**config.mk**
```make
export PLATFORM = sky130hd
export DESIGN_NAME = mwp_buffer
export DESIGN_NICKNAME = d
export VERILOG_FILES = /design/src/rtl/mwp_pkg.sv /design/src/rtl/mwp_slots.sv /design/src/rtl/mwp_engine.sv /design/src/rtl/mwp_regif.sv /design/src/rtl/mwp_buffer.sv
export SDC_FILE = /design/constraint.sdc
export NUM_CORES = 1
export LEC_CHECK = 0
export BUFFER_PORTS_ARGS = -buffer_cell sky130_fd_sc_hd__buf_2
export CAP_MARGIN = 20
export CORE_AREA = 2 2 116 203
export CTS_CLUSTER_DIAMETER = 150
export DETAILED_ROUTE_END_ITERATION = 10
export DIE_AREA = 0 0 118 205
export PLACE_DENSITY_LB_ADDON = 0.2
export SYNTH_ARGS = -nofsm -noshare
export SYNTH_HDL_FRONTEND = slang
export SYNTH_HIERARCHICAL = 1
export SYNTH_SLANG_ARGS = --single-unit
export TNS_END_PERCENT = 1
```
**constraint.sdc**
```tcl
create_clock -name clk -period 4.6 [get_ports clk]
set_input_delay 0.23 -clock clk [delete_from_list [all_inputs] [get_ports clk]]
set_output_delay 0.23 -clock clk [all_outputs]
set_load 0.02 [all_outputs]
```
**src/rtl/mwp_pkg.sv**
```systemverilog
package mwp_pkg;
  typedef enum logic [1:0] {
    ST_IDLE  = 2'd0,
    ST_LOAD  = 2'd1,
    ST_CHECK = 2'd2,
    ST_SEND  = 2'd3
  } eng_state_t;
endpackage

```
**src/rtl/mwp_slots.sv**
```systemverilog
module mwp_slots #(
  parameter int N_SLOTS = 4,
  parameter int DATA_W  = 32
) (
  input  logic                             clk,
  input  logic                             rst_n,
  input  logic [N_SLOTS-1:0]               wr_en_i,
  input  logic [DATA_W-1:0]                wr_data_i,
  input  logic [N_SLOTS-1:0]               lock_i,
  input  logic [N_SLOTS-1:0]               clr_i,
  output logic [N_SLOTS-1:0][DATA_W-1:0]   data_o,
  output logic [N_SLOTS-1:0]               flag_o
);

  for (genvar i = 0; i < N_SLOTS; i++) begin : g_slot
    logic take;
    assign take = wr_en_i[i] && !lock_i[i];

    always_ff @(posedge clk or negedge rst_n) begin
      if (!rst_n) begin
        data_o[i] <= '0;
        flag_o[i] <= 1'b0;
      end else begin
        if (take) data_o[i] <= wr_data_i;
        if (clr_i[i])  flag_o[i] <= 1'b0;
        else if (take) flag_o[i] <= 1'b1;
      end
    end

    AST_FLAG_CLEAR: assert property (@(posedge clk) disable iff (!rst_n)
      clr_i[i] |=> !flag_o[i]);
    AST_LOCKED_HOLD: assert property (@(posedge clk) disable iff (!rst_n)
      (lock_i[i] && !clr_i[i]) |=> $stable(data_o[i]) && $stable(flag_o[i]));
  end

  AST_ONE_CLEAR: assert property (@(posedge clk) disable iff (!rst_n)
    $onehot0(clr_i));

endmodule

```
**src/rtl/mwp_engine.sv**
```systemverilog
module mwp_engine
  import mwp_pkg::*;
#(
  parameter int N_SLOTS = 4,
  parameter int DATA_W  = 32,
  parameter int ADDR_W  = 32
) (
  input  logic                             clk,
  input  logic                             rst_n,
  input  logic                             go_i,
  input  logic [ADDR_W-1:0]                start_i,
  input  logic [N_SLOTS-1:0]               flag_i,
  input  logic [N_SLOTS-1:0][DATA_W-1:0]   data_i,
  output logic                             busy_o,
  output logic                             active_o,
  output logic [N_SLOTS-1:0]               clr_o,
  output logic [N_SLOTS-1:0]               lock_o,
  output logic [ADDR_W-1:0]                live_o,
  output logic                             fl_valid,
  input  logic                             fl_ready,
  output logic [ADDR_W-1:0]                fl_addr,
  output logic [DATA_W-1:0]                fl_data
);

  localparam int PTR_W = (N_SLOTS > 1) ? $clog2(N_SLOTS) : 1;
  localparam logic [PTR_W-1:0]  LAST_PTR = PTR_W'(N_SLOTS - 1);
  localparam logic [ADDR_W-1:0] STEP     = ADDR_W'(DATA_W / 8);

  eng_state_t       state;
  logic [PTR_W-1:0] ptr;
  logic [ADDR_W-1:0] next_addr;
  logic             xfer;

  assign fl_valid = (state == ST_SEND);
  assign fl_addr  = live_o;
  assign fl_data  = data_i[ptr];
  assign xfer     = fl_valid && fl_ready;
  assign active_o = (state == ST_CHECK) || (state == ST_SEND);

  for (genvar i = 0; i < N_SLOTS; i++) begin : g_sel
    assign lock_o[i] = fl_valid && (ptr == PTR_W'(i));
    assign clr_o[i]  = xfer && (ptr == PTR_W'(i));
  end

  always_ff @(posedge clk or negedge rst_n) begin
    if (!rst_n) begin
      state     <= ST_IDLE;
      busy_o    <= 1'b0;
      ptr       <= '0;
      next_addr <= '0;
      live_o    <= '0;
    end else begin
      unique case (state)
        ST_IDLE: begin
          if (go_i) begin
            busy_o <= 1'b1;
            state  <= ST_LOAD;
          end
        end
        ST_LOAD: begin
          next_addr <= start_i;
          ptr       <= '0;
          state     <= ST_CHECK;
        end
        ST_CHECK: begin
          if (flag_i[ptr]) begin
            live_o <= next_addr;
            state  <= ST_SEND;
          end else begin
            busy_o <= 1'b0;
            state  <= ST_IDLE;
          end
        end
        ST_SEND: begin
          if (fl_ready) begin
            next_addr <= next_addr + STEP;
            ptr       <= (ptr == LAST_PTR) ? '0 : ptr + 1'b1;
            state     <= ST_CHECK;
          end
        end
        default: state <= ST_IDLE;
      endcase
    end
  end

  AST_VALID_HOLD: assert property (@(posedge clk) disable iff (!rst_n)
    (fl_valid && !fl_ready) |=> fl_valid && $stable(fl_addr) && $stable(fl_data));
  AST_ACTIVE_BUSY: assert property (@(posedge clk) disable iff (!rst_n)
    active_o |-> busy_o);
  AST_ADDR_STEP: assert property (@(posedge clk) disable iff (!rst_n)
    (xfer ##2 fl_valid) |-> fl_addr == $past(fl_addr, 2) + STEP);

endmodule

```
**src/rtl/mwp_regif.sv**
```systemverilog
module mwp_regif #(
  parameter int N_SLOTS = 4,
  parameter int DATA_W  = 32,
  parameter int ADDR_W  = 32,
  parameter int REG_AW  = 3
) (
  input  logic                             clk,
  input  logic                             rst_n,
  input  logic                             bus_wen,
  input  logic [REG_AW-1:0]                bus_addr,
  input  logic [DATA_W-1:0]                bus_wdata,
  output logic [DATA_W-1:0]                bus_rdata,
  input  logic                             busy_i,
  input  logic                             active_i,
  input  logic [N_SLOTS-1:0]               flag_i,
  input  logic [N_SLOTS-1:0][DATA_W-1:0]   data_i,
  input  logic [ADDR_W-1:0]                live_i,
  output logic [N_SLOTS-1:0]               slot_wr_o,
  output logic [ADDR_W-1:0]                start_o,
  output logic                             go_o
);

  localparam int ALIGN_W = $clog2(DATA_W / 8);
  localparam logic [REG_AW-1:0] IDX_SINGLE = '0;
  localparam logic [REG_AW-1:0] IDX_START  = REG_AW'(N_SLOTS + 1);
  localparam logic [REG_AW-1:0] IDX_CTRL   = REG_AW'(N_SLOTS + 2);
  localparam logic [REG_AW-1:0] IDX_LIVE   = REG_AW'(N_SLOTS + 3);
  localparam int STAT_W = N_SLOTS + 2;

  logic aligned;
  assign aligned = (start_o[ALIGN_W-1:0] == '0);
  assign go_o    = bus_wen && (bus_addr == IDX_CTRL) && bus_wdata[0] && !busy_i && aligned;

  for (genvar i = 0; i < N_SLOTS; i++) begin : g_dec
    if (i == 0) begin : g_first
      assign slot_wr_o[i] = bus_wen && ((bus_addr == REG_AW'(1)) || (bus_addr == IDX_SINGLE));
    end else begin : g_rest
      assign slot_wr_o[i] = bus_wen && (bus_addr == REG_AW'(i + 1));
    end
  end

  always_ff @(posedge clk or negedge rst_n) begin
    if (!rst_n) start_o <= '0;
    else if (bus_wen && (bus_addr == IDX_START) && !busy_i) start_o <= bus_wdata[ADDR_W-1:0];
  end

  logic [STAT_W-1:0] status;
  assign status = {flag_i, active_i, busy_i};

  always_comb begin
    bus_rdata = '0;
    if (bus_addr == IDX_SINGLE)     bus_rdata = data_i[0];
    else if (bus_addr == IDX_START) bus_rdata = DATA_W'(start_o);
    else if (bus_addr == IDX_CTRL)  bus_rdata = DATA_W'(status);
    else if (bus_addr == IDX_LIVE)  bus_rdata = DATA_W'(live_i);
    else begin
      for (int k = 0; k < N_SLOTS; k++) begin
        if (bus_addr == REG_AW'(k + 1)) bus_rdata = data_i[k];
      end
    end
  end

  AST_START_HOLD: assert property (@(posedge clk) disable iff (!rst_n)
    busy_i |=> $stable(start_o));

endmodule

```
**src/rtl/mwp_buffer.sv**
```systemverilog
module mwp_buffer #(
  parameter int N_SLOTS = 4,
  parameter int DATA_W  = 32,
  parameter int ADDR_W  = 32,
  parameter int REG_AW  = 3
) (
  input  logic              clk,
  input  logic              rst_n,
  input  logic              bus_wen,
  input  logic [REG_AW-1:0] bus_addr,
  input  logic [DATA_W-1:0] bus_wdata,
  output logic [DATA_W-1:0] bus_rdata,
  output logic              fl_valid,
  input  logic              fl_ready,
  output logic [ADDR_W-1:0] fl_addr,
  output logic [DATA_W-1:0] fl_data
);

  localparam int ALIGN_W = $clog2(DATA_W / 8);

  logic                           busy, active, go;
  logic [N_SLOTS-1:0]             flags, slot_wr, lock, clr;
  logic [N_SLOTS-1:0][DATA_W-1:0] slot_data;
  logic [ADDR_W-1:0]              start_addr, live_addr;

  mwp_regif #(.N_SLOTS(N_SLOTS), .DATA_W(DATA_W), .ADDR_W(ADDR_W), .REG_AW(REG_AW)) u_regif (
    .clk(clk), .rst_n(rst_n),
    .bus_wen(bus_wen), .bus_addr(bus_addr), .bus_wdata(bus_wdata), .bus_rdata(bus_rdata),
    .busy_i(busy), .active_i(active), .flag_i(flags), .data_i(slot_data), .live_i(live_addr),
    .slot_wr_o(slot_wr), .start_o(start_addr), .go_o(go)
  );

  mwp_slots #(.N_SLOTS(N_SLOTS), .DATA_W(DATA_W)) u_slots (
    .clk(clk), .rst_n(rst_n),
    .wr_en_i(slot_wr), .wr_data_i(bus_wdata), .lock_i(lock), .clr_i(clr),
    .data_o(slot_data), .flag_o(flags)
  );

  mwp_engine #(.N_SLOTS(N_SLOTS), .DATA_W(DATA_W), .ADDR_W(ADDR_W)) u_engine (
    .clk(clk), .rst_n(rst_n),
    .go_i(go), .start_i(start_addr), .flag_i(flags), .data_i(slot_data),
    .busy_o(busy), .active_o(active), .clr_o(clr), .lock_o(lock), .live_o(live_addr),
    .fl_valid(fl_valid), .fl_ready(fl_ready), .fl_addr(fl_addr), .fl_data(fl_data)
  );

  AST_GO_BUSY: assert property (@(posedge clk) disable iff (!rst_n)
    go |=> busy && !active);
  AST_END_TOGETHER: assert property (@(posedge clk) disable iff (!rst_n)
    $fell(busy) |-> $fell(active));
  AST_ALIGNED: assert property (@(posedge clk) disable iff (!rst_n)
    fl_valid |-> (fl_addr[ALIGN_W-1:0] == '0));

endmodule

```
# --- Word-level counts from Yosys, hierarchy flattened ---
# Cells that the tools add are included.
classes:
  n_mux: 32
  n_lt_le_gt_ge: 1
  addsub: 2
  n_reduce_logical: 44
  n_eq_ne: 16
op_table:
  columns: ["cell", "count"]
  rows:
  - ["2-to-1 mux 32 bit", 10]
  - ["binary-select mux 32 bit (select 2 bit)", 1]
  - ["one-hot mux 32 bit (2 select lines)", 1]
  - ["adder 32 x 3 -> 32 bit, second input constant", 1]
  - ["logical AND 1 bit", 23]
  - ["equality test 3 bit, second input constant", 4]
  - ["nonzero test 2 bit", 6]
  - ["2-to-1 mux 1 bit", 11]
  - ["2-to-1 mux 2 bit", 5]
  - ["equality test 2 bit, second input constant", 4]
  - ["one-hot mux 2 bit (4 select lines)", 1]
  - ["equality test 3 x 2 -> 1 bit, second input constant", 2]
  - ["zero test 2 bit", 3]
  - ["inequality test 2 bit, second input constant", 3]
  - ["AND reduction 2 bit", 3]
  - ["zero test 1 bit", 5]
  - ["equality test 2 x 1 -> 1 bit, second input constant", 2]
  - ["one-hot mux 2 bit (2 select lines)", 1]
  - ["equality test 3 x 1 -> 1 bit, second input constant", 1]
  - ["zero test 3 bit", 1]
  - ["< comparator 2 x 3 -> 1 bit, second input constant", 1]
  - ["AND reduction 3 bit", 1]
  - ["adder 2 x 1 -> 2 bit, second input constant", 1]
  - ["binary-select mux 1 bit (select 2 bit)", 1]
  - ["other kinds (2)", 3]
word_totals:
  out_inout_bits: 97
  register_bits: 233
  elab_cells: 109

# --- Depth between registers and ports, before layout ---
# Gate-level depths: netlist of the first run.
logic_depth:
  ltp_word: 9
  ltp_mapped: 9
  mapped_depth_nobuf: 6

# --- Hierarchy ---
# Netlist of the first run, hierarchy kept.
modules_own_cells:
  columns: ["mod", "seq_area_each_um2", "area_per_inst_um2", "n_inst", "cells_per_inst"]
  rows:
  - ["mwp_slots", 3303.2, 5450.2, 1, 288]
  - ["mwp_engine", 1726.7, 4565.6, 1, 416]
  - ["mwp_regif", 800.8, 3129.3, 1, 297]

# --- Worst setup path before layout of the first run ---
# No wires, ideal clock.
synth_path:
  kind: "register -> register"
  from: "register u_engine.ptr[0]"
  to: "register u_slots/data_o[0] (netlist bit)"
  setup_ps: 125
  path_buffers: 4
  t_arrival_ps: 1912
  path_slack_ps: 2563
  t_required_ps: 4475
  stages_incl_launch_ff: 10
  synth_period_minus_slack_ps: 2037
  cell_sequence: "dfrtp_1 > buf_6 > buf_2 > inv_1 > ha_1 > and3_1 > nand2b_4 > buf_6 > buf_6 > mux2_4"
synth_via:
  elab_chain_cells: 4
synth_lines:
  columns: ["item", "line_no", "source"]
  rows:
  - ["start, declared", "mwp_engine.sv:30", "logic [PTR_W-1:0] ptr;"]
  - ["start signal, assigned", "mwp_engine.sv:77", "ptr <= (ptr == LAST_PTR) ? '0 : ptr + 1'b1;"]
  - ["zero test 2 bit", "mwp_engine.sv:41", "assign lock_o[i] = fl_valid && (ptr == PTR_W'(i));"]
  - ["logical AND 1 bit", "mwp_engine.sv:41", null]
  - ["net lock[0]", "mwp_buffer.sv:22", "logic [N_SLOTS-1:0] flags, slot_wr, lock, clr;"]
  - ["zero test 1 bit", "mwp_slots.sv:17", "assign take = wr_en_i[i] && !lock_i[i];"]
  - ["logical AND 1 bit", "mwp_slots.sv:17", null]
  - ["end signal, assigned by index", "mwp_slots.sv:24", "if (take) data_o[i] <= wr_data_i;"]
  - ["end, declared", "mwp_slots.sv:11", "output logic [N_SLOTS-1:0][DATA_W-1:0] data_o,"]
# The timed path passes the listed nets, and every way through them passes these cells.
# A chain may end at the register's enable or synchronous reset.

# --- Worst setup path in the final report of the first run ---
layout_path:
  from: "register u_engine.state[0]"
  to: "register u_engine.next_addr[19]"
layout_via:
  elab_chain_cells: 3
  elab_cells_between_ends: 6
  classes_between: "3 x eq/ne; 1 x mux; 2 x reduce/logical"
layout_lines:
  columns: ["item", "line_no", "source"]
  rows:
  - ["start, declared", "mwp_engine.sv:29", "eng_state_t state;"]
  - ["start signal, assigned", "mwp_engine.sv:47", "state <= ST_IDLE;"]
  - ["start signal, assigned", "mwp_engine.sv:57", "state <= ST_LOAD;"]
  - ["start signal, assigned", "mwp_engine.sv:63", "state <= ST_CHECK;"]
  - ["equality test 2 bit or equality test 2 x 1 -> 1 bit (tied branches)", "mwp_engine.sv:53", "unique case (state)"]
  - ["inequality test 2 bit (no line) or nonzero test 2 bit (tied branches)", null, null]
  - ["AND reduction 2 bit (no line)", null, null]
  - ["end signal, assigned", "mwp_engine.sv:61", "next_addr <= start_i;"]
  - ["end signal, assigned", "mwp_engine.sv:76", "next_addr <= next_addr + STEP;"]
  - ["end, declared", "mwp_engine.sv:31", "logic [ADDR_W-1:0] next_addr;"]
# Several ways; a longest one is shown, not always the timed one.

==> summary.md, run 1 <==
| Metric | Value |
|---|---|
| Min-delay src | `bus_wdata[7]` |
| FF-to-FF End | `u_engine/next_addr[19]` |
| Max Cap Viol | `0` |
| Peak VDD IR | `0.000347 V` |
| Finished Core Util | `64.0%` |
| Status | `finished clean` |
| Post-synth top cells | `dfrtp_1 (233), mux2_2 (143), mux2_4 (116)` |
| Postcts setup bufs | `0` |
| TritonRoute pass-1 iters | `5` |
| Htree depth | `1` |
| Vias in the first global route | `8917` |
| Setup_tns | `0 ps` |
| Most frequent cell after synthesis | `dfrtp_1` |
| Initial core utilization | `58.3%` |
| RSZ-0062 raised after global routing | `false` |
| EDFF count, synth | `0` |
| CP Launch Type | `flop` |
| Crit path max fanout | `34` |
| Worst Tran Pin Value | `1110 ps` |
| Die Span Y | `205 um` |
| Buf+Inv Stages, Crit Path | `1` |
| M1 GR Usage | `32.5%` |
| YS warnings | `6` |
| FF-to-FF setup slack | `1730 ps` |
| FFs w/ async S/R, synth | `100%` |
| CTS tree | `yes` |
| CTS Root Cell | `clkbuf_16` |
| Layout area overhead | `9.77%` |
| GR Overflow Total | `0` |
| Final nets | `1118` |
| FP Rows | `73` |
| PD cells | `641 nW/um^2` |
| Die X | `118 um` |
| Final std cells w/o fill | `1392` |
| Via count | `8520` |
| WP data arrival | `3250 ps` |
| Antenna violations before repair | `1` |
| Cells after Synth | `1001` |
| GR peak layer | `met2` |
| Clk sink count | `233` |
| GR Layer Usage met2 | `45.8%` |
| Core area | `22600 sq um` |
| Final Skew | `11.9 ps` |
| Register area share after synthesis | `44.4%` |
| CTS Buf Count | `24` |
| FF-to-FF Start | `u_engine/state[0]` |
| Syn Area/Cell | `13.1 sq um` |
| Ranking of synthesized cells by area | `dfrtp_1 (44%), mux2_4 (13%), mux2_2 (12%)` |
| DP Wirelength | `20.0 mm` |
| Critical path, cell by cell | `clkinv_1 > a21oi_1 > nand3_1 > o21ai_0 > a2bb2oi_1` |
| Worst-skew pair later-pin latency | `510 ps` |
| Leakage | `0.00685 uW` |
| Setup-violating endpoint count in the final report | `0` |
| Hold depth | `2` |
| WS Path Type | `reg2reg` |
| Share of cells above drive strength 1 | `45.6%` |
| GP Congestion | `0.881` |
| Period utilization | `62.4%` |
| Worst setup EP type | `flop` |
| Largest net degree at the start of global routing | `108` |
| Synth top area share | `44.4%` |
| Input/output buffers | `135` |
| Worst hold path endpoint | `u_regif/start_o[7]` |
| Die area | `24200 sq um` |
| CP max stage delay | `1080 ps` |
| Max Clock Freq | `0.349 GHz` |
| Most frequently used flop master after synthesis | `dfrtp_1` |
| Met3 usage | `2.84%` |
| GRT Total Usage | `25.6%` |
| Crit path required time | `4980 ps` |
| Reg2Reg Depth | `5` |
| DRT antenna net count | `0` |
| Via/cell ratio | `6.12` |
| Distinct cell type count after synthesis | `54` |
| Synth area leader | `dfrtp_1` |
| Initial DRC Count | `617` |
| Final Max Tran Viols | `0` |
| Placed Instances | `1346` |
| Syn_nets | `1045` |
| Synth Cell Area | `13100 sq um` |
| Top delay family on crit path | `flip-flops` |
| Clock transition at path regs | `60 ps` |
| Final total power | `9250 uW` |
| #FFs+latches synth | `233` |
| Min-delay worst type | `in2reg` |
| Slowest stage cell, crit path | `dfrtp_1` |
| Relative slew slack | `25.9%` |
| First-pass GRT wire length | `49.7 mm` |
| Tmin final | `2870 ps` |
| Final WL | `30.7 mm` |
| Ports | `136` |
| Final Hold Viols | `0` |
| Post-DR wirelength/cell | `22.0 um` |
| Deepest clock path buffer count | `3` |
| DRC viols | `0` |
what timing repair did:
item / in CTS / in global routing
setup endpoints to repair: 0 / 0
hold buffers: 2 / 0
endpoints found under the hold margin: 106 / 0
resized for setup: 0 / 0
worst max-delay path by stage:
stage | slack (ps) | cells after the start | to | start
floorplan | 2560 | 9 | u_slots/data_o[0] | u_engine/ptr[0]
CTS | 1750 | 3 | fl_data[24] | u_engine/ptr[0]
detailed placement | 1810 | 5 | u_engine/next_addr[19] | u_engine/state[0]
global route | 1500 | 5 | u_engine/next_addr[19] | u_engine/state[0]
global placement | 1920 | 5 | u_engine/next_addr[19] | u_engine/state[0]
finish | 1730 | 5 | u_engine/next_addr[19] | u_engine/state[0]
registers in the layout (all words and copies together) (netlist names):
register,cells
u_engine/state,2
u_slots/data_o,128
u_engine/next_addr,32
u_engine/fl_addr,32
u_regif/start_o,32
u_slots/flag_o,4
u_engine/ptr,2
u_engine/busy_o,1
cells in the final DEF, fill, tap and decap left out, types with 3 or more instances in the layout:
cell	n
and2_1	8
mux2_1	9
nand3_1	39
o22ai_1	23
buf_2	132
nand4_1	7
a311oi_1	4
inv_1	11
nor2_1	24
o21ai_0	41
mux4_2	38
and4_1	4
a211oi_1	7
a41oi_1	3
dfrtp_1	232
mux2_2	143
ha_1	5
mux2_4	116
nor3_1	12
a21oi_1	31
mux2i_1	43
a21o_1	6
clkbuf_8	8
nand2_1	44
clkbuf_1	6
clkinv_1	3
and3_1	12
nand2b_4	4
clkbuf_16	25
buf_4	12
worst register-to-register path, stage by stage, from the launching register on:
cell       delay (ps)
dfrtp_1          1080
clkinv_1          550
a21oi_1           670
nand3_1           170
o21ai_0           180
a2bb2oi_1          90
routing by layer:
metal | share of wire [%] | vias up | routed length [um]
met5 | 0 | - | 0
met4 | 2.6 | 0 | 809
met3 | 4.2 | 55 | 1300
met2 | 53 | 243 | 16300
met1 | 40 | 4391 | 12300
li1 | - | 3831 | -
where the power goes:
group | leakage (uW) | internal [uW] | switching [uW]
clock network | 0.000399 | 1180 | 807
logic | 0.00360 | 1880 | 1750
registers | 0.00285 | 2810 | 822
total | 0.00685 | 5870 | 3380
metrics by stage:
stage	hold WS [ps]	area (sq um)	setup WS [ps]
2_1_floorplan	-65.6	13100	2560
3_3_place_gp	360	13600	1920
3_5_place_dp	358	13600	1810
4_1_cts	4.08	14400	1750
5_1_grt	10.5	14400	1500
6_report	14.8	14400	1730
cell type report:
class,instances,area (sq um)
antenna,1,2.50
clock buffer,39,758
clock inverter,4,48.8
fill,1788,8130
inverter,14,52.6
multi-input combinational,652,6530
sequential,233,5830
tap,300,375
timing repair buffer,149,826
kinds of logic (layout without fill, tap and decap cells):
kind of cell	count (synthesis)	count (layout)	synth area share, %
AND/OR/NAND/NOR	167	167	7.05
other	0	1	0
multiplexers	349	349	36.1
buffers and inverters	116	206	5.99
adder cells (fa/ha/maj)	5	5	0.476
AO/OA/AOI/OAI	131	131	6.07
flip-flops	233	233	44.4
Power figures use the tool's default switching activity.
==> run 2: changes to the inputs <==
--- a/config.mk
+++ b/config.mk
@@ -7,10 +7,10 @@
 export LEC_CHECK = 0
 export BUFFER_PORTS_ARGS = -buffer_cell sky130_fd_sc_hd__buf_2
 export CAP_MARGIN = 20
-export CORE_AREA = 2 2 116 203
+export CORE_AREA = 2 2 121 212
 export CTS_CLUSTER_DIAMETER = 150
 export DETAILED_ROUTE_END_ITERATION = 10
-export DIE_AREA = 0 0 118 205
+export DIE_AREA = 0 0 123 214
 export PLACE_DENSITY_LB_ADDON = 0.2
 export SYNTH_ARGS = -nofsm -noshare
 export SYNTH_HDL_FRONTEND = slang
==> constraint.sdc (replaced) <==
create_clock -name clk -period 2.4 [get_ports clk]
set_input_delay 0.12 -clock clk [delete_from_list [all_inputs] [get_ports clk]]
set_output_delay 0.12 -clock clk [all_outputs]
set_load 0.02 [all_outputs]
==> run 2 against run 1 <==
  * First-iteration DRC count fell by 9.4%
  * Critical path depth fell by 2
  * Utilization fell by 2.4 points
  * Combinational power rose by 100%
  * Worst hold slack improved by 84 ps
  * Register-to-register slack got worse by 1300 ps
  * Critical path type is now reg2out
==> summary.md, run 2 (synthesis results as in run 1) <==
| Metric | Value |
|---|---|
| Peak VDD IR | `0.000832 V (+140%)` |
| CP Launch Type | `flop` |
| Period utilization | `95.0%` |
| Die Span Y | `214 um (+4.4%)` |
| Final Hold Viols | `0 (unchanged)` |
| Final total power | `18000 uW (+95%)` |
| Vias in the first global route | `9087 (+1.9%)` |
| CTS Root Cell | `clkbuf_16` |
| Leakage | `0.00717 uW (+4.7%)` |
| Largest net degree at the start of global routing | `76 (-30%)` |
| Final nets | `1175 (+5.1%)` |
| Setup-violating endpoint count in the final report | `0 (unchanged)` |
| Clock transition at path regs | `70 ps (about the same)` |
| Tmin final | `2280 ps` |
| Worst-skew pair later-pin latency | `520 ps (about the same)` |
| FP Rows | `76 (+4.1%)` |
| WS Path Type | `reg2out` |
| First-pass GRT wire length | `51.4 mm (+3.3%)` |
| DRT antenna net count | `0 (unchanged)` |
| Largest Register | `u_slots/data_o` |
| Max Cap Viol | `0 (unchanged)` |
| Worst Tran Pin Value | `636 ps (-476 ps)` |
| Initial DRC Count | `559 (-9.4%)` |
| Via/cell ratio | `5.86 (-4.2%)` |
| Status | `finished clean` |
| Initial core utilization | `53.6% (-4.7 points)` |
| Die area | `26300 sq um (+8.8%)` |
| Htree depth | `1 (unchanged)` |
| PD cells | `1190 nW/um^2 (+86%)` |
| Clk sink count | `233 (unchanged)` |
| CTS Buf Count | `23 (-4.2%)` |
| DRC viols | `0 (unchanged)` |
| Commonest non-fill, non-tap cell in the layout | `dfrtp_1` |
| Final Skew | `15.9 ps (+3.93 ps)` |
| Input/output buffers | `135 (unchanged)` |
| Worst setup EP type | `output pin` |
| GRT Total Usage | `24.8% (-0.87 points)` |
| Die X | `123 um (+4.2%)` |
| GR Overflow Total | `0 (unchanged)` |
| Postcts setup bufs | `0 (unchanged)` |
| Final WL | `31.9 mm (+4.0%)` |
| CTS tree | `yes` |
| Relative slew slack | `57.6% (+32 points)` |
| Final Max Tran Viols | `0 (unchanged)` |
| Crit path required time | `2280 ps (-2700 ps)` |
| TritonRoute pass-1 iters | `5 (unchanged)` |
| Core area | `24500 sq um (+8.7%)` |
| Post-cts sizing count | `0 (unchanged)` |
| Crit path max fanout | `20 (-41%)` |
| Via count | `8551 (+0.36%)` |
| Layout area overhead | `14.9%` |
| Min-delay worst type | `in2reg` |
| Largest register FFs | `128 (unchanged)` |
| Antenna violations before repair | `0 (-1)` |
| Share of cells above drive strength 1 | `45.8% (+0.26 points)` |
| DP Wirelength | `22.2 mm (+11%)` |
| Deepest clock path buffer count | `3 (unchanged)` |
| WP data arrival | `2160 ps (-1090 ps)` |
| Post-DR wirelength/cell | `21.9 um (-0.71%)` |
| Ports | `136 (unchanged)` |
| Max Clock Freq | `0.439 GHz` |
| RSZ-0062 raised after global routing | `false` |
| Most frequent cells in the layout | `dfrtp_1 (232), mux2_2 (143), buf_2 (132), mux2_4 (116), nand2_1 (44)` |
| Antenna cells | `0 (-1)` |
| Setup_tns | `0 ps (unchanged)` |
| GP Congestion | `0.835 (-5.2%)` |
==> run 2: cell types whose count changed in the layout (fill, tap and decap cells not counted) <==
| cell | previous run | this run |
|---|---|---|
| buf_12 | 2 | 13 |
| bufinv_16 | 1 | 3 |
| clkbuf_16 | 25 | 23 |
| clkinv_2 | 2 | 1 |
| buf_4 | 12 | 28 |
| dlygate4sd3_1 | 2 | 33 |
| clkinvlp_4 | 0 | 1 |
| diode_2 | 1 | 0 |
| clkbuf_1 | 6 | 2 |
| clkbuf_8 | 8 | 9 |
==> run 2: repair_timing <==
item	in CTS	in global routing
hold buffers	33	0
endpoints found under the hold margin	230	0
setup endpoints to repair	0	0
==> run 2: stage by stage <==
stage | setup slack [ps] | instance area, sq um | util, % | hold slack, ps | instances
floorplan | 363 | 13100 | - | -176 | 1001
global placement | 474 | 14000 | 56.9 | 152 | 1385
detailed placement | 431 | 14000 | 56.9 | 155 | 1385
CTS | 75.2 | 15100 | 61.6 | 81.9 | 1458
global route | 25.6 | 15100 | 61.6 | 112 | 1458
finish | 121 | 15100 | 61.6 | 98.8 | 1458
==> run 2: final timing paths <==
| check | endpoint | cells after the start | from | slack (ps) |
|---|---|---|---|---|
| min | u_slots/flag_o[0] | 3 | fl_ready | 100 |
| max in group asynchronous | u_slots/data_o[68] | 3 | rst_n | 1360 |
| max reg2reg | u_engine/next_addr[30] | 5 | u_engine/next_addr[10] | 390 |
| min in group asynchronous | u_slots/data_o[50] | 2 | rst_n | 180 |
| min reg2reg | u_engine/next_addr[0] | 2 | u_engine/next_addr[0] | 500 |
| max | fl_data[12] | 3 | u_engine/ptr[0] | 120 |
==> run 2: layout make-up <==
class / count / area [sq um]
repair buffers: 207 / 1480
inverters: 14 / 52.6
multi-input cells: 652 / 6530
fillers: 1996 / 9430
clock buffers: 34 / 707
clock inverters: 6 / 111
well taps: 312 / 390
flip-flops and latches: 233 / 5830
==> run 2: power breakdown <==
| part | leakage (uW) | total, uW | switching (uW) | internal (uW) |
|---|---|---|---|---|
| registers | 0.00285 | 6890 | 1500 | 5390 |
| clock network | 0.000401 | 3900 | 1540 | 2360 |
| logic | 0.00392 | 7260 | 3500 | 3750 |
==> run 2: routing by layer <==
metal	part of all wire (%)	global-route usage (%)	wire [um]	up-vias
li1	-	-	-	3930
met4	2.7	8.11	848	0
met3	3.3	2.61	1040	51
met2	53	42.9	17000	176
met5	0	0	0	-
met1	41	32.1	13000	4394
==> run 2: worst max-delay path, stage by stage (launching register included) <==
cell and delay [ps]:
dfrtp_2 420, buf_4 450, mux4_2 570, buf_2 170
==> run 3: changes to the inputs <==
--- a/config.mk
+++ b/config.mk
@@ -5,13 +5,15 @@
 export SDC_FILE = /design/constraint.sdc
 export NUM_CORES = 1
 export LEC_CHECK = 0
-export BUFFER_PORTS_ARGS = -buffer_cell sky130_fd_sc_hd__buf_2
+export ABC_AREA = 1
 export CAP_MARGIN = 20
-export CORE_AREA = 2 2 121 212
+export CORE_AREA = 2 2 118 207
 export CTS_CLUSTER_DIAMETER = 150
 export DETAILED_ROUTE_END_ITERATION = 10
-export DIE_AREA = 0 0 123 214
+export DIE_AREA = 0 0 120 209
+export DONT_BUFFER_PORTS = 1
 export PLACE_DENSITY_LB_ADDON = 0.2
+export RECOVER_POWER = 25
 export SYNTH_ARGS = -nofsm -noshare
 export SYNTH_HDL_FRONTEND = slang
 export SYNTH_HIERARCHICAL = 1
==> run 3 against run 2 <==
  * The run now ends with hold timing left
  * Global-route usage increased by 11 points
  * Sequential power is 2.9% lower
  * Largest power group is now sequential cells
  * Critical endpoint is now fl_data[27]
  * Worst hold slack lost 810 ps
  * Combinational power down 14%
  * Non-clock buffer count down 107
  * Critical path depth is 1 higher
==> summary.md, run 3 <==
| Metric | Value |
|---|---|
| Status | `finished with violations` |
| Failing checks | `hold timing` |
| GR Overflow Total | `0 (unchanged)` |
| Fillers | `2147 (+7.6%)` |
| Min-delay worst type | `in2async` |
| Setup-violating endpoint count in the final report | `0 (unchanged)` |
| Tmin final | `2300 ps (+23.4 ps)` |
| CTS Buf Count | `23 (unchanged)` |
| Sequential fraction of design power | `40.1% (+1.9 points)` |
| FP Rows | `75 (-1.3%)` |
| Die area | `25100 sq um (-4.7%)` |
| Post-synth top cells | `nand2_1 (717), dfrtp_1 (233), nor2_1 (195)` |
| Register area share after synthesis | `43.4% (-0.91 points)` |
| Period utilization | `95.9% (+0.98 points)` |
| CTS Root Cell | `clkbuf_16` |
| Distinct cell type count after synthesis | `35 (-35%)` |
| Synth Cell Area | `13400 sq um (+2.1%)` |
| Largest Register | `u_slots/data_o` |
| DRC viols | `0 (unchanged)` |
| Syn Area/Cell | `7.11 sq um (-46%)` |
| Clock Power Share | `22.6% (+1.0 points)` |
| Final Max Tran Viols | `0 (unchanged)` |
| GRT Total Usage | `35.4% (+11 points)` |
| Via count | `13100 (+53%)` |
| Most frequent cells in the layout | `nand2_1 (717), dfrtp_1 (232), nor2_1 (195), nand3_1 (153), o21ai_0 (125)` |
| Place WS | `449 ps (+17.5 ps)` |
| Most frequently used flop master after synthesis | `dfrtp_1` |
| Deepest clock path buffer count | `3 (unchanged)` |
| Initial core utilization | `57.0% (+3.4 points)` |
| CP Launch Type | `flop` |
| Setup_tns | `0 ps (unchanged)` |
| RSZ-0062 raised after global routing | `false` |
| Switching part of the total | `43.1% (+6.9 points)` |
| Cells after Synth | `1887 (+89%)` |
| Worst-skew pair later-pin latency | `540 ps (+20 ps)` |
| First-pass GRT wire length | `69.3 mm (+35%)` |
| Die Span Y | `209 um (-2.3%)` |
| Most frequent cell after synthesis | `nand2_1` |
| Final nets | `1917 (+63%)` |
| Die X | `120 um (-2.4%)` |
| Clock transition at path regs | `60 ps (about the same)` |
| Final Skew | `21.9 ps (+6.09 ps)` |
| Antenna violations before repair | `3 (+3)` |
| Synth top area share | `43.4% (-0.91 points)` |
| Synth area leader | `dfrtp_1` |
| Largest net degree at the start of global routing | `234 (+210%)` |
| Max Cap Viol | `0 (unchanged)` |
| Final Hold Viols | `233 (+233)` |
| Worst Tran Pin Value | `1140 ps (+502 ps)` |
| Share of cells above drive strength 1 | `9.11% (-37 points)` |
| Worst setup EP type | `output pin` |
| Area of the multi-input gates | `6260 sq um (-4.2%)` |
| Input/output buffers | `0 (-100%)` |
| Postcts setup bufs | `0 (unchanged)` |
| CTS Hold Bufs | `34 (+3.0%)` |
| Crit path max fanout | `46 (+130%)` |
| Switch Pwr | `7200 uW (+10%)` |
| Initial DRC Count | `1510 (+170%)` |
| Vias in the first global route | `12600 (+39%)` |
| Fin worst setup slack | `97.6 ps (-23.4 ps)` |
| #FFs+latches synth | `233 (unchanged)` |
| Largest register FFs | `128 (unchanged)` |
| Dpl cell area | `13500 sq um (-3.2%)` |
| Via/cell ratio | `5.97 (+1.8%)` |
| Relative slew slack | `24.0% (-34 points)` |
| Comb power frac | `37.3% (-2.9 points)` |
| WS Path Type | `reg2out` |
| Hold Slack | `-715 ps (-814 ps)` |
| Clk sink count | `233 (unchanged)` |
| CTS tree | `yes` |
| Register area | `5830 sq um (unchanged)` |
| FFs w/ async S/R, synth | `100% (unchanged)` |
| Final Cell Area | `14600 sq um (-3.1%)` |
| DRT antenna net count | `0 (unchanged)` |
| Ports | `136 (unchanged)` |
| Layout area overhead | `9.03%` |
| Htree depth | `1 (unchanged)` |
| TritonRoute pass-1 iters | `7 (+2)` |
| Syn_nets | `1931 (+85%)` |
| PD cells | `1140 nW/um^2 (-4.6%)` |
| Finished Core Util | `62.1% (+0.57 points)` |
| Max Clock Freq | `0.434 GHz (-1.0%)` |
| YS warnings | `6 (unchanged)` |
| GP Congestion | `0.964 (+15%)` |
| WP data arrival | `2180 ps (+20 ps)` |
| Final WL | `44.5 mm (+39%)` |
| Peak VDD IR | `0.000708 V (-15%)` |
| Post-DR wirelength/cell | `20.2 um (-7.5%)` |
| Ranking of synthesized cells by area | `dfrtp_1 (43%), nand2_1 (20%), nand3_1 (5.7%)` |
| Commonest non-fill, non-tap cell in the layout | `nand2_1` |
| EDFF count, synth | `0 (unchanged)` |
| Core area | `23600 sq um (-4.0%)` |
| Crit path required time | `2280 ps (about the same)` |
| DP Wirelength | `28.8 mm (+30%)` |
| Internal power | `9490 uW (-18%)` |
| Leakage | `0.00728 uW (+1.5%)` |
[run 3: cell types whose count changed in the layout (fill, tap and decap cells not counted), sizes merged, moves of 43 or more]
cell / change
o21ai: +114
inv: +111
nand3: +115
mux2i: -43
nor2: +184
mux2: -268
buf: -108
nand2: +678
[run 3: layer usage]
metal	GRT usage (%)	wire length, um	vias up	part of all wire (%)
li1	-	-	5975	-
met3	6.06	4360	214	9.8
met4	21.6	2910	0	6.5
met2	57.5	21000	809	47
met5	0	0	-	0
met1	43.7	16200	6119	36
[run 3: what timing repair did]
item	CTS	global route
setup endpoints to repair	0	1
endpoints found under the hold margin	396	233
resized for setup	0	1
[run 3: cells by family (layout without fill, tap and decap cells)]
group | after synthesis | after routing | synth area share (%)
adders and majority gates | 5 | 5 | 0.466
buffers and inverters | 262 | 262 | 9.97
other | 0 | 3 | 0
DFF | 233 | 233 | 43.4
xor gates and xnor gates | 3 | 3 | 0.196
AOI/OAI and AO/OA | 238 | 238 | 10.5
and+or+nand+nor | 1146 | 1146 | 35.4
[run 3: power by group through the flow]
stage / clock (uW) / combinational (uW) / sequential, uW
finish: 3780 / 6220 / 6690
global route: 3990 / 6810 / 6830
CTS: 3820 / 6140 / 6660
detailed placement: 0 / 6030 / 6710
global placement: 0 / 5880 / 6670
floorplan: 0 / 4640 / 6260
[run 3: cell type report]
cell class / count / area share (%)
Tap cell: 308 / 2.63
Clock inverter: 6 / 0.607
Clock buffer: 33 / 4.67
Timing Repair Buffer: 100 / 6.25
Inverter: 123 / 3.17
Multi-Input combinational cell: 1392 / 42.8
Sequential cell: 233 / 39.9
Antenna cell: 3 / 0.0513
[run 3: through the flow]
stage	cells	total power, uW
floorplan	1887	10900
global placement	2122	12600
detailed placement	2122	12700
CTS	2195	16600
global route	2197	17600
finish	2198	16700
[run 3: worst paths after layout]
| path | slack, ps | startpoint | endpoint | cells after the start |
|---|---|---|---|---|
| min | -720 | rst_n | u_slots/data_o[39] | 0 |
| min in group clk | 50 | bus_addr[2] | u_slots/flag_o[2] | 3 |
| max reg2reg | 360 | u_engine/ptr[0] | u_slots/data_o[9] | 7 |
| max in group asynchronous | 2600 | rst_n | u_slots/data_o[49] | 0 |
| min reg2reg | 500 | u_slots/data_o[89] | u_slots/data_o[89] | 2 |
| max | 100 | u_engine/ptr[0] | fl_data[27] | 4 |
[run 3: critical path, stage by stage, from the launching register on]
cell and delay, ps:
dfrtp_2 420, buf_4 430, o21ai_0 190, o22ai_1 360, buf_4 220
